File: src/rtl/irq_unit_pkg.sv
package irq_unit_pkg;
   localparam int REG_W    = 8;
   localparam int N_SRC    = 5;
   localparam int LOW_W    = REG_W - N_SRC;
   // source index inside the 5-bit event vector (bit = index + LOW_W)
   localparam int SRC_TXDONE = 4;
   localparam int SRC_RXDONE = 3;
   localparam int SRC_TXUND  = 2;
   localparam int SRC_RXOVR  = 1;
   localparam int SRC_GAP    = 0;
endpackage

File: src/rtl/irq_sticky_bit.sv
module irq_sticky_bit
   import irq_unit_pkg::*;
#(
   parameter bit RST_VAL = 1'b0
) (
   input  logic clk,
   input  logic rst_n,
   input  logic set_i,
   input  logic clr_i,
   output logic q_o
);
   always_ff @(posedge clk or negedge rst_n) begin
      if (!rst_n)      q_o <= RST_VAL;
      else if (set_i)  q_o <= 1'b1;
      else if (clr_i)  q_o <= 1'b0;
   end

   AST_STICKY_HOLD: assert property (@(posedge clk) disable iff (!rst_n)
      (q_o && !clr_i) |=> q_o);
   AST_EVENT_WINS: assert property (@(posedge clk) disable iff (!rst_n)
      set_i |=> q_o);
endmodule

File: src/rtl/irq_enable_reg.sv
module irq_enable_reg #(
   parameter int W = 5
) (
   input  logic         clk,
   input  logic         rst_n,
   input  logic         wr_i,
   input  logic [W-1:0] d_i,
   output logic [W-1:0] q_o
);
   always_ff @(posedge clk or negedge rst_n) begin
      if (!rst_n)    q_o <= '0;
      else if (wr_i) q_o <= d_i;
   end

   AST_MASK_STABLE: assert property (@(posedge clk) disable iff (!rst_n)
      !wr_i |=> $stable(q_o));
   AST_MASK_LOAD: assert property (@(posedge clk) disable iff (!rst_n)
      wr_i |=> (q_o == $past(d_i)));
endmodule

File: src/rtl/irq_req_gen.sv
module irq_req_gen #(
   parameter int W          = 5,
   parameter bit REGISTERED = 1'b1
) (
   input  logic         clk,
   input  logic         rst_n,
   input  logic [W-1:0] stat_i,
   input  logic [W-1:0] en_i,
   output logic         irq_o
);
   logic pend;
   assign pend = |(stat_i & en_i);

   generate
      if (REGISTERED) begin : g_reg
         logic irq_q;
         always_ff @(posedge clk or negedge rst_n) begin
            if (!rst_n) irq_q <= 1'b0;
            else        irq_q <= pend;
         end
         assign irq_o = irq_q;
         AST_IRQ_RISE: assert property (@(posedge clk) disable iff (!rst_n)
            pend |=> irq_o);
         AST_IRQ_QUIET: assert property (@(posedge clk) disable iff (!rst_n)
            !pend |=> !irq_o);
      end else begin : g_comb
         assign irq_o = pend;
      end
   endgenerate
endmodule

File: src/rtl/irq_status_unit.sv
module irq_status_unit
   import irq_unit_pkg::*;
#(
   parameter int ADDR_W    = 2,
   parameter int STAT_ADDR = 0,
   parameter int EN_ADDR   = 1
) (
   input  logic              clk,
   input  logic              rst_n,
   input  logic [ADDR_W-1:0] reg_addr,
   input  logic              reg_wr_en,
   input  logic [REG_W-1:0]  reg_wr_data,
   output logic [REG_W-1:0]  reg_rd_data,
   input  logic              ev_tx_done,
   input  logic              ev_tx_slot_req,
   input  logic              ev_rx_done,
   input  logic              ev_tx_under,
   input  logic              ev_rx_over,
   input  logic              ev_gap,
   output logic              irq_out
);
   localparam logic [ADDR_W-1:0] A_STAT = ADDR_W'(STAT_ADDR);
   localparam logic [ADDR_W-1:0] A_EN   = ADDR_W'(EN_ADDR);
   localparam logic [LOW_W-1:0]  ONES   = '1;

   generate
      if (STAT_ADDR == EN_ADDR) begin : g_bad_addr
         $error("status and enable addresses must differ");
      end
      if (STAT_ADDR >= (1 << ADDR_W) || EN_ADDR >= (1 << ADDR_W)) begin : g_bad_w
         $error("register address does not fit ADDR_W");
      end
   endgenerate

   logic [N_SRC-1:0] src_ev;
   logic [N_SRC-1:0] stat_q;
   logic [N_SRC-1:0] en_q;
   logic             wr_stat, wr_en;

   assign src_ev[SRC_TXDONE] = ev_tx_done & ev_tx_slot_req;
   assign src_ev[SRC_RXDONE] = ev_rx_done;
   assign src_ev[SRC_TXUND]  = ev_tx_under;
   assign src_ev[SRC_RXOVR]  = ev_rx_over;
   assign src_ev[SRC_GAP]    = ev_gap;

   assign wr_stat = reg_wr_en && (reg_addr == A_STAT);
   assign wr_en   = reg_wr_en && (reg_addr == A_EN);

   generate
      for (genvar i = 0; i < N_SRC; i++) begin : g_src
         irq_sticky_bit #(.RST_VAL(1'b0)) u_bit (
            .clk   (clk),
            .rst_n (rst_n),
            .set_i (src_ev[i]),
            .clr_i (wr_stat & reg_wr_data[i+LOW_W]),
            .q_o   (stat_q[i])
         );
      end
   endgenerate

   irq_enable_reg #(.W(N_SRC)) u_en (
      .clk   (clk),
      .rst_n (rst_n),
      .wr_i  (wr_en),
      .d_i   (reg_wr_data[REG_W-1:LOW_W]),
      .q_o   (en_q)
   );

   irq_req_gen #(.W(N_SRC), .REGISTERED(1'b1)) u_req (
      .clk    (clk),
      .rst_n  (rst_n),
      .stat_i (stat_q),
      .en_i   (en_q),
      .irq_o  (irq_out)
   );

   always_comb begin
      if (reg_addr == A_STAT)    reg_rd_data = {stat_q, ONES};
      else if (reg_addr == A_EN) reg_rd_data = {en_q, ONES};
      else                       reg_rd_data = '0;
   end

   always_comb begin
      if (rst_n && (reg_addr == A_STAT || reg_addr == A_EN))
         AST_LOW_ONES: assert (reg_rd_data[LOW_W-1:0] == ONES);
   end

   AST_TXDONE_GATED: assert property (@(posedge clk) disable iff (!rst_n)
      (!(ev_tx_done && ev_tx_slot_req) && !stat_q[SRC_TXDONE])
      |=> !stat_q[SRC_TXDONE]);
   AST_UNMAPPED_WRITE: assert property (@(posedge clk) disable iff (!rst_n)
      (reg_wr_en && reg_addr != A_STAT && reg_addr != A_EN) |=> $stable(en_q));
endmodule

File: config.mk
export PLATFORM = sky130hd
export DESIGN_NAME = irq_status_unit
export DESIGN_NICKNAME = d
export VERILOG_FILES = /design/src/rtl/irq_unit_pkg.sv /design/src/rtl/irq_sticky_bit.sv /design/src/rtl/irq_enable_reg.sv /design/src/rtl/irq_req_gen.sv /design/src/rtl/irq_status_unit.sv
export SDC_FILE = /design/constraint.sdc
export NUM_CORES = 1
export LEC_CHECK = 0
export BUFFER_PORTS_ARGS = -buffer_cell sky130_fd_sc_hd__buf_2
export CAP_MARGIN = 10
export CORE_MARGIN = 4
export CORE_UTILIZATION = 35
export CTS_BUF_LIST = sky130_fd_sc_hd__clkbuf_8
export DETAILED_ROUTE_END_ITERATION = 6
export PLACE_DENSITY_LB_ADDON = 0.08
export SLEW_MARGIN = 20
export SYNTH_ARGS = -nofsm -noshare
export SYNTH_HDL_FRONTEND = slang
export SYNTH_HIERARCHICAL = 1
export SYNTH_SLANG_ARGS = --single-unit
File: constraint.sdc
create_clock -name clk -period 3.2 [get_ports clk]
set_clock_uncertainty 0.2 [all_clocks]
set_input_delay 0.64 -clock clk [delete_from_list [all_inputs] [get_ports clk]]
set_output_delay 0.64 -clock clk [all_outputs]
set_load 0.02 [all_outputs]
==> out/results.tsv <==
metric	value	unit
post_route_cells_drive_above_1_share	0.461	
final_antenna_net_count	0	
grt_pass1_vias	427	
grt-busiest-layer	met2	
detailedPlacementHpwl	891	um
final_period_minus_worst_setup_slack	2.13	ns
critical_path.cell_chain	buf_2 -> mux2i_1 -> nor2_1 -> buf_2	
mapped_nets	70	
core_region_area	1520	um^2
gr-usage-met2	0.157	
yosysMostFrequentCell	dfrtp_1	
routabilityCongestion	0.651	
synth_cell_types	14	
finalHoldViolCount	0	
yosys_synthesis_warning_count	6	
regToRegStartpoint	g_src[3].u_bit/q_o	
die_width	48.4	um
synth_top_cells_by_area	dfrtp_1 (48%), mux2_2 (9.8%), mux2i_1 (8.8%), a21o_1 (6.6%), and2_1 (6.6%)	
grt_util_met3	0.0644	
power_per_cell_area	516	nW/um^2
num_io_pins	28	
worst_slack	1.07	ns
timing.rr.end	u_req/irq_o	
wl_final	1.13	mm
fill_cells	145	
insertion_delay	0.23	ns
initialDrtViolationCount	5	
rsz0062_at_grt	false	
crit_required	2.36	ns
layout_worst_path_cycle_share	0.665	
die-height	48.4	um
fp.dieArea	2340	um^2
synth_area_per_cell	11.2	um^2
tritoncts	done	
yosys.area.top_type_share	0.481	
clock_root_buffer	clkbuf_8	
ys_ff_latch	11	
synth.yosys.seq_area_share	0.481	
netlist.top_cell.by_area	dfrtp_1	
global_route.overflow_total	0	
gr-usage-all-layers	0.111	
gr-usage-met1	0.133	
timing.slew.headroom	0.816	
final.setup.tns	0	ns
syn-cell-area	572	um^2
drc	0	
crit_path_frequent_cell	buf_2	
deepest_clock_path_buffer_count	2	
vdd_ir_drop_max	0.285	mV
worst-endpoint-arrival	1.29	ns
cts_setup_buffers	0	
clkSlewWorstSetupHoldPaths	0.05	ns
netlist_instances	51	
synth-edff-count	0	
setup_viol	0	
io_buffer_count	24	
worst_setup_path_startpoint	reg_addr[0]	
routed_vias	429	
cts_sinks	11	
drv_cap	0	
cts_resized	0	
outcome	finished clean	
routed_via_density	4.66	
critPathMaxFanout	7	
finalNetCount	96	
max_clock_freq	470	MHz
worstRegToRegCells	2	
global_route_wire_length_before_repair	1.99	mm
cts_hold_buffers	0	
htreeDepth	1	
placement.setup.worst_slack	1.07	ns
critPathKind	input port to output port	
grt_max_degree	12	
antennaDiodeCount	0	
worstSetupEndpoint	reg_rd_data[3]	
detailedRoute.firstPassIterationCount	4	
reg2reg_setup_slack	2.06	ns
floorplan.rows	14	
crit_path_end_kind	output port	
finalMaxSlewViolations	0	
synth.top_cells.by_count	dfrtp_1 (11), and2_1 (6), inv_1 (6)	
hold_path.class	input port to async pin	
worst_pin_slew	0.276	ns
p_leak	0.353	nW
detail_route.wl_per_cell	12.3	um
cts_buffers	3	
p_r_area_growth_vs_syn	28.0	%
antenna_found_initial	0	
critical-path-slowest-cell	mux2i_1	
start_kind	input port	
yosys_most_used_dff	dfrtp_1	
max_stage_delay	0.22	ns
synth_async_sr_flop_share	1.00	
final_core_utilization	0.480	
initial_core_util	0.375	
[worst min-delay path by stage]
| stage | from | slack, ns | cells after the start | to |
|---|---|---|---|---|
| after CTS | rst_n | 0.07 | 1 | u_req/irq_o |
| final | rst_n | 0.06 | 1 | u_req/irq_o |
| after floorplan | rst_n | 0.14 | 0 | g_src[0].u_bit/q_o |
| after detailed placement | g_src[2].u_bit/q_o | 0.30 | 1 | g_src[2].u_bit/q_o |
| after global placement | g_src[2].u_bit/q_o | 0.30 | 1 | g_src[2].u_bit/q_o |
| after global routing | rst_n | 0.07 | 1 | u_req/irq_o |
[power by group]
| part | switching, W | internal (W) |
|---|---|---|
| clock network | 0.0000519 | 0.0000855 |
| registers | 0.0000118 | 0.000156 |
| logic | 0.0000369 | 0.0000359 |
| total | 0.000101 | 0.000277 |
[worst max-delay path, delay by kind of cell]
kind,cells,cell delay (ns)
and+or+nand+nor,1,0.06
muxes,1,0.22
buffers and inverters,2,0.36
[cells in the final DEF (no fill, tap or decap), drive strengths merged, types with 3 or more instances in the layout]
master,count
dfrtp,11
buf,24
mux2i,5
nor2,5
mux2,5
clkbuf,3
inv,6
a21o,5
and2,6
[stage by stage]
step,area (um^2),hold slack (ns),cells,power [W]
floorplan,572,0.144,51,0.000217
global placement,686,0.300,88,0.000243
detailed placement,686,0.298,88,0.000244
CTS,732,0.0703,92,0.000383
global route,732,0.0726,92,0.000398
finish,732,0.0649,92,0.000378
[per-layer routing]
metal / wire (um) / part of all wire
met1: 514 / 0.45
met2: 479 / 0.42
met3: 139 / 0.12
met4: 0 / 0
met5: 0 / 0
[area by class of cell]
class	instances	area, um^2	area share
timing repair buffer	24	120	0.164
sequential	11	275	0.376
clock buffer	3	41.3	0.0564
clock inverter	1	5.00	0.00684
inverter	6	22.5	0.0308
multi-input combinational	31	248	0.338
tap	16	20.0	0.0274
[kinds of logic after synthesis]
logic type | share of synthesized area
muxes | 0.186
buffers and inverters | 0.0853
and+or+nand+nor | 0.151
DFF | 0.481
AOI/OAI and AO/OA | 0.0963
[registers in the layout, indices dropped and copies added, names as in the netlist]
name / flops
u_en/q_o: 5
g_src.u_bit/q_o: 5
u_req/irq_o: 1
No activity file was read; power rests on OpenSTA's default activity.
